**src/rtl/vic_pkg.sv**
```systemverilog
package vic_pkg;
   localparam int CH_TOTAL = 16;
   localparam int BYTE_W   = 8;
   localparam int ADDR_W   = 4;
   localparam int CTRL_ISR_BIT = 0;

   typedef enum logic [ADDR_W-1:0] {
      RS_EN_LO  = 4'd0,
      RS_EN_HI  = 4'd1,
      RS_MSK_LO = 4'd2,
      RS_MSK_HI = 4'd3,
      RS_PND_LO = 4'd4,
      RS_PND_HI = 4'd5,
      RS_ISV_LO = 4'd6,
      RS_ISV_HI = 4'd7,
      RS_EDGE   = 4'd8,
      RS_CTRL   = 4'd9
   } reg_sel_e;
endpackage

```
**src/rtl/vic_edge_detect.sv**
```systemverilog
module vic_edge_detect #(
   parameter int LINES  = 8,
   parameter int STAGES = 2
) (
   input  logic             clk,
   input  logic             rst_n,
   input  logic [LINES-1:0] pins,
   input  logic [LINES-1:0] rise_sel,
   output logic [LINES-1:0] hit
);
   logic [LINES-1:0] synced;
   logic [LINES-1:0] prev_q;

   if (STAGES < 1) begin : g_bad_stages
      $error("vic_edge_detect: STAGES must be at least 1");
   end

   if (STAGES == 1) begin : g_sync_one
      logic [LINES-1:0] s_q;
      always_ff @(posedge clk) begin
         if (!rst_n) s_q <= '0;
         else        s_q <= pins;
      end
      assign synced = s_q;
   end else begin : g_sync_chain
      logic [STAGES-1:0][LINES-1:0] pipe_q;
      always_ff @(posedge clk) begin
         if (!rst_n) pipe_q <= '0;
         else        pipe_q <= {pipe_q[STAGES-2:0], pins};
      end
      assign synced = pipe_q[STAGES-1];
   end

   always_ff @(posedge clk) begin
      if (!rst_n) prev_q <= '0;
      else        prev_q <= synced;
   end

   assign hit = (synced & ~prev_q & rise_sel) | (~synced & prev_q & ~rise_sel);
endmodule

```
**src/rtl/vic_prio_enc.sv**
```systemverilog
module vic_prio_enc #(
   parameter  int N   = 16,
   localparam int IDW = $clog2(N)
) (
   input  logic [N-1:0]   req,
   output logic           any,
   output logic [IDW-1:0] idx
);
   always_comb begin
      idx = '0;
      for (int i = 0; i < N; i++) begin
         if (req[i]) idx = IDW'(i);
      end
   end
   assign any = |req;
endmodule

```
**src/rtl/vic_regfile.sv**
```systemverilog
module vic_regfile
   import vic_pkg::*;
#(
   parameter  int NUM_EXT = 8,
   parameter  int NCH     = 16,
   localparam int IDW     = $clog2(NCH),
   localparam int BASE_W  = BYTE_W - IDW
) (
   input  logic              clk,
   input  logic              rst_n,
   input  logic              wr_en,
   input  logic [ADDR_W-1:0] addr,
   input  logic [BYTE_W-1:0] wdata,
   output logic [BYTE_W-1:0] rdata,
   input  logic [NCH-1:0]    hw_set,
   input  logic              take,
   input  logic [IDW-1:0]    take_idx,
   output logic [NCH-1:0]    en_q,
   output logic [NCH-1:0]    mask_q,
   output logic [NCH-1:0]    pend_q,
   output logic [NCH-1:0]    isr_q,
   output logic [NUM_EXT-1:0] edge_q,
   output logic [BASE_W-1:0] base_q,
   output logic              isr_mode
);
   localparam int HALF = NCH / 2;

   if (NCH != 2 * BYTE_W) begin : g_bad_nch
      $error("vic_regfile: channel count must fill two register bytes");
   end

   reg_sel_e sel;
   logic [NCH-1:0] pend_n, isr_n;
   assign sel = reg_sel_e'(addr);

   always_ff @(posedge clk) begin
      if (!rst_n) begin
         en_q     <= '0;
         mask_q   <= '0;
         edge_q   <= '0;
         base_q   <= '0;
         isr_mode <= 1'b0;
      end else if (wr_en) begin
         case (sel)
            RS_EN_LO:  en_q[HALF-1:0]     <= wdata;
            RS_EN_HI:  en_q[NCH-1:HALF]   <= wdata;
            RS_MSK_LO: mask_q[HALF-1:0]   <= wdata;
            RS_MSK_HI: mask_q[NCH-1:HALF] <= wdata;
            RS_EDGE:   edge_q             <= wdata[NUM_EXT-1:0];
            RS_CTRL: begin
               base_q   <= wdata[BYTE_W-1:IDW];
               isr_mode <= wdata[CTRL_ISR_BIT];
            end
            default: ;
         endcase
      end
   end

   // Pending: software clears, acknowledge clears, a fresh event wins over both.
   always_comb begin
      pend_n = pend_q;
      if (wr_en && sel == RS_PND_LO) pend_n[HALF-1:0]   = pend_q[HALF-1:0] & wdata;
      if (wr_en && sel == RS_PND_HI) pend_n[NCH-1:HALF] = pend_q[NCH-1:HALF] & wdata;
      if (take) pend_n[take_idx] = 1'b0;
      pend_n = pend_n | hw_set;
   end

   always_comb begin
      isr_n = isr_q;
      if (wr_en && sel == RS_ISV_LO) isr_n[HALF-1:0]   = isr_q[HALF-1:0] & wdata;
      if (wr_en && sel == RS_ISV_HI) isr_n[NCH-1:HALF] = isr_q[NCH-1:HALF] & wdata;
      if (take && isr_mode) isr_n[take_idx] = 1'b1;
   end

   always_ff @(posedge clk) begin
      if (!rst_n) begin
         pend_q <= '0;
         isr_q  <= '0;
      end else begin
         pend_q <= pend_n;
         isr_q  <= isr_n;
      end
   end

   always_comb begin
      case (sel)
         RS_EN_LO:  rdata = en_q[HALF-1:0];
         RS_EN_HI:  rdata = en_q[NCH-1:HALF];
         RS_MSK_LO: rdata = mask_q[HALF-1:0];
         RS_MSK_HI: rdata = mask_q[NCH-1:HALF];
         RS_PND_LO: rdata = pend_q[HALF-1:0];
         RS_PND_HI: rdata = pend_q[NCH-1:HALF];
         RS_ISV_LO: rdata = isr_q[HALF-1:0];
         RS_ISV_HI: rdata = isr_q[NCH-1:HALF];
         RS_EDGE:   rdata = BYTE_W'(edge_q);
         RS_CTRL:   rdata = {base_q, {(IDW-1){1'b0}}, isr_mode};
         default:   rdata = '0;
      endcase
   end
endmodule

```
**src/rtl/vic_chain.sv**
```systemverilog
module vic_chain
   import vic_pkg::*;
#(
   parameter  int NUM_EXT     = 8,
   parameter  int NUM_INT     = 8,
   parameter  int SYNC_STAGES = 2,
   localparam int NCH         = NUM_EXT + NUM_INT,
   localparam int IDW         = $clog2(NCH),
   localparam int BASE_W      = BYTE_W - IDW
) (
   input  logic               clk,
   input  logic               rst_n,
   input  logic [ADDR_W-1:0]  bus_addr,
   input  logic               bus_wr,
   input  logic [BYTE_W-1:0]  bus_wdata,
   output logic [BYTE_W-1:0]  bus_rdata,
   input  logic [NUM_EXT-1:0] ext_in,
   input  logic [NUM_INT-1:0] int_evt,
   input  logic               ack,
   input  logic               chain_in_n,
   output logic               chain_out_n,
   output logic               irq_n,
   output logic               vec_valid,
   output logic [BYTE_W-1:0]  vec_out
);
   if (NCH != CH_TOTAL) begin : g_bad_total
      $error("vic_chain: NUM_EXT + NUM_INT must equal CH_TOTAL");
   end
   if (NUM_EXT > BYTE_W) begin : g_bad_ext
      $error("vic_chain: edge select register holds at most one byte of lines");
   end

   logic [NUM_EXT-1:0] ext_hit, edge_q;
   logic [NCH-1:0]     raw_evt, hw_set, en_q, mask_q, pend_q, isr_q, active, elig;
   logic [BASE_W-1:0]  base_q;
   logic               isr_mode, isr_any, has_req, take;
   logic [IDW-1:0]     isr_top, win;

   vic_edge_detect #(.LINES(NUM_EXT), .STAGES(SYNC_STAGES)) u_edge (
      .clk      (clk),
      .rst_n    (rst_n),
      .pins     (ext_in),
      .rise_sel (edge_q),
      .hit      (ext_hit)
   );

   assign raw_evt = {int_evt, ext_hit};
   assign hw_set  = raw_evt & en_q;

   vic_regfile #(.NUM_EXT(NUM_EXT), .NCH(NCH)) u_regs (
      .clk      (clk),
      .rst_n    (rst_n),
      .wr_en    (bus_wr),
      .addr     (bus_addr),
      .wdata    (bus_wdata),
      .rdata    (bus_rdata),
      .hw_set   (hw_set),
      .take     (take),
      .take_idx (win),
      .en_q     (en_q),
      .mask_q   (mask_q),
      .pend_q   (pend_q),
      .isr_q    (isr_q),
      .edge_q   (edge_q),
      .base_q   (base_q),
      .isr_mode (isr_mode)
   );

   vic_prio_enc #(.N(NCH)) u_isr_enc (
      .req (isr_q),
      .any (isr_any),
      .idx (isr_top)
   );

   assign active = pend_q & mask_q;

   for (genvar c = 0; c < NCH; c++) begin : g_elig
      assign elig[c] = active[c] & (~isr_mode | ~isr_any | (IDW'(c) > isr_top));
   end

   vic_prio_enc #(.N(NCH)) u_req_enc (
      .req (elig),
      .any (has_req),
      .idx (win)
   );

   assign irq_n       = ~has_req;
   assign vec_valid   = ack & ~chain_in_n & has_req;
   assign take        = vec_valid;
   assign chain_out_n = chain_in_n | has_req;
   assign vec_out     = {base_q, win};
endmodule

```
**config.mk**
```make
export PLATFORM = sky130hd
export DESIGN_NAME = vic_chain
export DESIGN_NICKNAME = d
export VERILOG_FILES = /design/src/rtl/vic_pkg.sv /design/src/rtl/vic_edge_detect.sv /design/src/rtl/vic_prio_enc.sv /design/src/rtl/vic_regfile.sv /design/src/rtl/vic_chain.sv
export SDC_FILE = /design/constraint.sdc
export NUM_CORES = 1
export LEC_CHECK = 0
export ABC_AREA = 0
export BUFFER_PORTS_ARGS = -buffer_cell sky130_fd_sc_hd__buf_4
export CORE_MARGIN = 1
export CORE_UTILIZATION = 40
export DETAILED_ROUTE_END_ITERATION = 8
export PLACE_DENSITY = 0.6
export SETUP_SLACK_MARGIN = 0.1
export SLEW_MARGIN = 20
export SYNTH_ARGS = -nofsm -noshare
export SYNTH_HDL_FRONTEND = slang
export SYNTH_SLANG_ARGS = --single-unit
```
**constraint.sdc**
```tcl
create_clock -name clk -period 2.9 [get_ports clk]
set_input_delay 0.58 -clock clk [delete_from_list [all_inputs] [get_ports clk]]
set_output_delay 0.58 -clock clk [all_outputs]
set_load 0.1 [all_outputs]
```
==> results.tsv <==
stage	metric	value	unit
status	outcome	finished, violations left	
status	failing checks	negative setup slack	
clock_network	CTS max path bufs	2	
worst_setup_path	reg2reg path depth	11	
cells_and_area	fillcell total	1248	
pwr	Net Sw Frac	25.9	%
worst_setup_path	startpoint type of the worst setup path	register	
die	I/O Pins	52	
sta	Setup violations, final	10	
worst_setup_path	R2R Path Start	u_regs.isr_q[11]	
sta	min Tclk post-route	3.36	ns
sta	Worst-Margin Slew	0.644	ns
worst_setup_path	CP Launch Point	u_regs.isr_q[11]	
route	DRT Wirelength	20400	µm
worst_setup_path	critical path class	reg -> out	
synth	synth unique cells	66	
clock_network	CTS Hold Buffers Added	0	
synth	Post-Synthesis Cells	652	
cells_and_area	ANT cells	0	
pwr	VDD IR max	0.391	mV
synth	Post-Syn Area	0.00541	mm²
global_route	number of global-route vias before repair	5464	
die	total die area	0.0140	mm²
pwr	Lkg Pwr	2.87	nW
placement	placed cells	924	
die	Die X-Extent	118	µm
synth	Synth Flop Type	dfxtp_1	
placement	Setup Slack @ Placement	-0.171	ns
min_path	Hold WC Path Type	in -> reg	
cells_and_area	fin cells	956	
clock_network	CTS tree	done	
cells_and_area	final core occ	55.7	%
sta	hold slack	0.422	ns
pwr	Combinational Power Share	8.5	%
pwr	Power Internal	2.18	mW
clock_network	total CTS buffers	9	
worst_setup_path	reg2reg setup slack	-0.34	ns
pwr	Seq pwr share	48.2	%
route	drt drc	0	
clock_network	CTS clock-pin slew for the worst setup and hold paths	0.07	ns
synth	number of synthesized flops with an enable pin	0	
synth	share of synthesized flip-flops with an asynchronous set or reset	0	%
placement	GP Congestion	0.967	
clock_network	Worst-Skew Late Latency	0.36	ns
route	DRT iter0 DRCs	487	
clock_network	clock sink count	101	
worst_setup_path	CP endpoint kind	output port	
job	Max-cap violations	0	
synth	post-synthesis net count	685	
global_route	antenna violations before repair	0	
sta	Worst slew margin	56.6	%
global_route	GRT Overall Usage	29.8	%
worst_setup_path	crit path max-delay cell type	or4_4	
sta	Hold Vio Cnt, Final	0	
worst_setup_path	reg-to-reg critical path endpoint	u_regs.pend_q[0]	
sta	fin. max-slew vios	0	
worst_setup_path	CP max stage delay	0.56	ns
synth	Area contributors post-synth	dfxtp_1, mux2i_1, nand2_1, o211ai_1, nand3_1	
cells_and_area	area delta synth->final	36.4	%
worst_setup_path	CP top delay family	compound AO/OA/AOI/OAI gates	
worst_setup_path	Worst Path Required	2.32	ns
sta	final worst clock skew	0.00932	ns
worst_setup_path	Critical Path Fanout Max	6	
min_path	hold path start	ext_in[3]	
pwr	PnR Total Power	2.94	mW
synth	synth warn	0	
sta	setup TNS	-3.32	ns
route	wire per inst	21.4	µm
sta	unrepaired setup endpoints after global routing	true	
die	Initial Utilization	40.9	%
die	placement row count	42	
sta	FMAX	298	MHz
clock_network	CTS root buf	clkbuf_16	
worst_setup_path	Critical Path AT	2.78	ns
global_route	largest net degree at the start of global routing	42	
placement	Final HPWL DP	15400	µm
route	post-route ant nets	0	
pwr	P_sw	0.761	mW
worst_setup_path	worst path cell trace	or4_4 > nor2_4 > a41oi_2 > o31ai_4 > o211ai_1 > a21oi_1 > o31a_1 > clkinvlp_4 > buf_8	
worst_setup_path	cell count along the critical path	9	
cells_and_area	final instance area	0.00738	mm²
sta	post-route worst setup slack	-0.461	ns
placement	PortBufs	51	
route	Avg Vias per Cell	5.93	
die	die height	118	µm
global_route	global-route wire length before repair	31300	µm
route	Vias	5669	
synth	share of the yosys chip area belonging to registers	37.3	%
worst_setup_path	WP buf/inv	2	
synth	Mean Syn Cell Area	8.30	µm²
synth	synthesized flop and latch total	101	
worst_setup_path	crit path to	vec_out[0]	
cells_and_area	final net count	808	
synth	area share of the largest cell type after synthesis	37.3	%
cells_and_area	layout cells sized above 1	32.1	%
sta	Tcrit/Tclk final	116	%
placement	placed inst area	0.00662	mm²
pwr	P per Cell Area	399	mW/mm²
route	first drt pass iteration count	5	
global_route	total gr overflow	0	
clock_network	H-tree depth	3	
pwr	clock power share	43.3	%
die	area of the core	0.0132	mm²
synth	Synth area leader	dfxtp_1	
## cells in the mapped netlist (all sizes together), types with 2 or more instances
cell type    n
dfxtp      101
nand2       78
o21ai       46
nand3       45
clkbuf      39
nor2b       33
nor2        32
o211ai      32
mux2i       30
and2        28
a21boi      27
a21oi       16
a22oi       11
a31oi       11
nor3        10
inv          8
nand2b       8
nor4         8
buf          7
a31o         6
a221oi       5
a32oi        5
and3         5
nor3b        5
o221ai       5
mux2         4
o22ai        4
or3          4
a211oi       3
a32o         3
nand4        3
or2          3
a21o         2
a22o         2
a41oi        2
nand3b       2
nand4b       2
o211a        2
o31a         2
## cell type report
type | instances | area (µm²) | share of cell area (%)
Clock buffer | 10 | 229 | 3.10
Inverter | 8 | 33.8 | 0.458
Sequential cell | 101 | 2050 | 27.7
Multi-Input combinational cell | 497 | 3480 | 47.1
Clock inverter | 6 | 78.8 | 1.07
Timing Repair Buffer | 158 | 1290 | 17.5
Tap cell | 176 | 220 | 2.98
## power groups by stage
stage               clock (mW)  combinational [mW]  sequential, mW
floorplan                    0               0.138            1.46
global placement             0               0.239            1.46
detailed placement           0               0.240            1.46
CTS                       1.29               0.243            1.42
global route              1.34               0.263            1.42
finish                    1.28               0.249            1.42
## per-layer routing
layer / track usage [%] / vias up / share of wire [%]
met2: 47.6 / 230 / 46
met4: 13.8 / 0 / 4.2
met5: 0 / - / 0
li1: - / 2638 / -
met1: 37.5 / 2737 / 43
met3: 7.72 / 64 / 6.8
## kinds of logic after synthesis
kind of cell | Yosys count | synth area share [%]
DFF | 101 | 37.3
buffers and inverters | 54 | 3.91
muxes | 35 | 6.86
and+or+nand+nor | 270 | 26.0
AOI/OAI and AO/OA | 192 | 25.9
## worst min path at each step
stage,end,slack [ns],depth (start not counted)
after floorplan,u_edge.synced[0],0.41,1
final,u_edge.g_sync_chain.pipe_q[3],0.42,2
after CTS,u_edge.g_sync_chain.pipe_q[3],0.42,2
after detailed placement,u_edge.synced[7],0.42,1
after global placement,u_edge.synced[7],0.41,1
after global routing,u_edge.g_sync_chain.pipe_q[1],0.41,2
## repair_timing
item,CTS,global route
buffers inserted,13,5
resized for setup,51,39
setup endpoints to repair,24,36
gates cloned,0,0
endpoints found under the hold margin,0,0
pin swaps,17,16
## sequential cells by signal, summed over array words and instances (netlist names)
signal	count
u_edge.g_sync_chain.pipe_q	8
u_edge.prev_q	8
u_edge.synced	8
u_regs.base_q	4
u_regs.edge_q	8
u_regs.en_q	16
u_regs.isr_mode	1
u_regs.isr_q	16
u_regs.mask_q	16
u_regs.pend_q	16
## layout by cell type, fill, tap and decap left out, drive strengths merged, types with 8 or more instances in the layout
master,count
inv,9
o211ai,32
a21boi,27
clkbuf,10
nand2b,8
nor3,10
a22oi,11
nor4,8
a21oi,16
nor2,32
dfxtp,101
buf,158
nand3,45
mux2i,30
o21ai,46
nand2,78
nor2b,33
and2,28
a31oi,11
No activity file was read; power rests on OpenSTA's default activity.
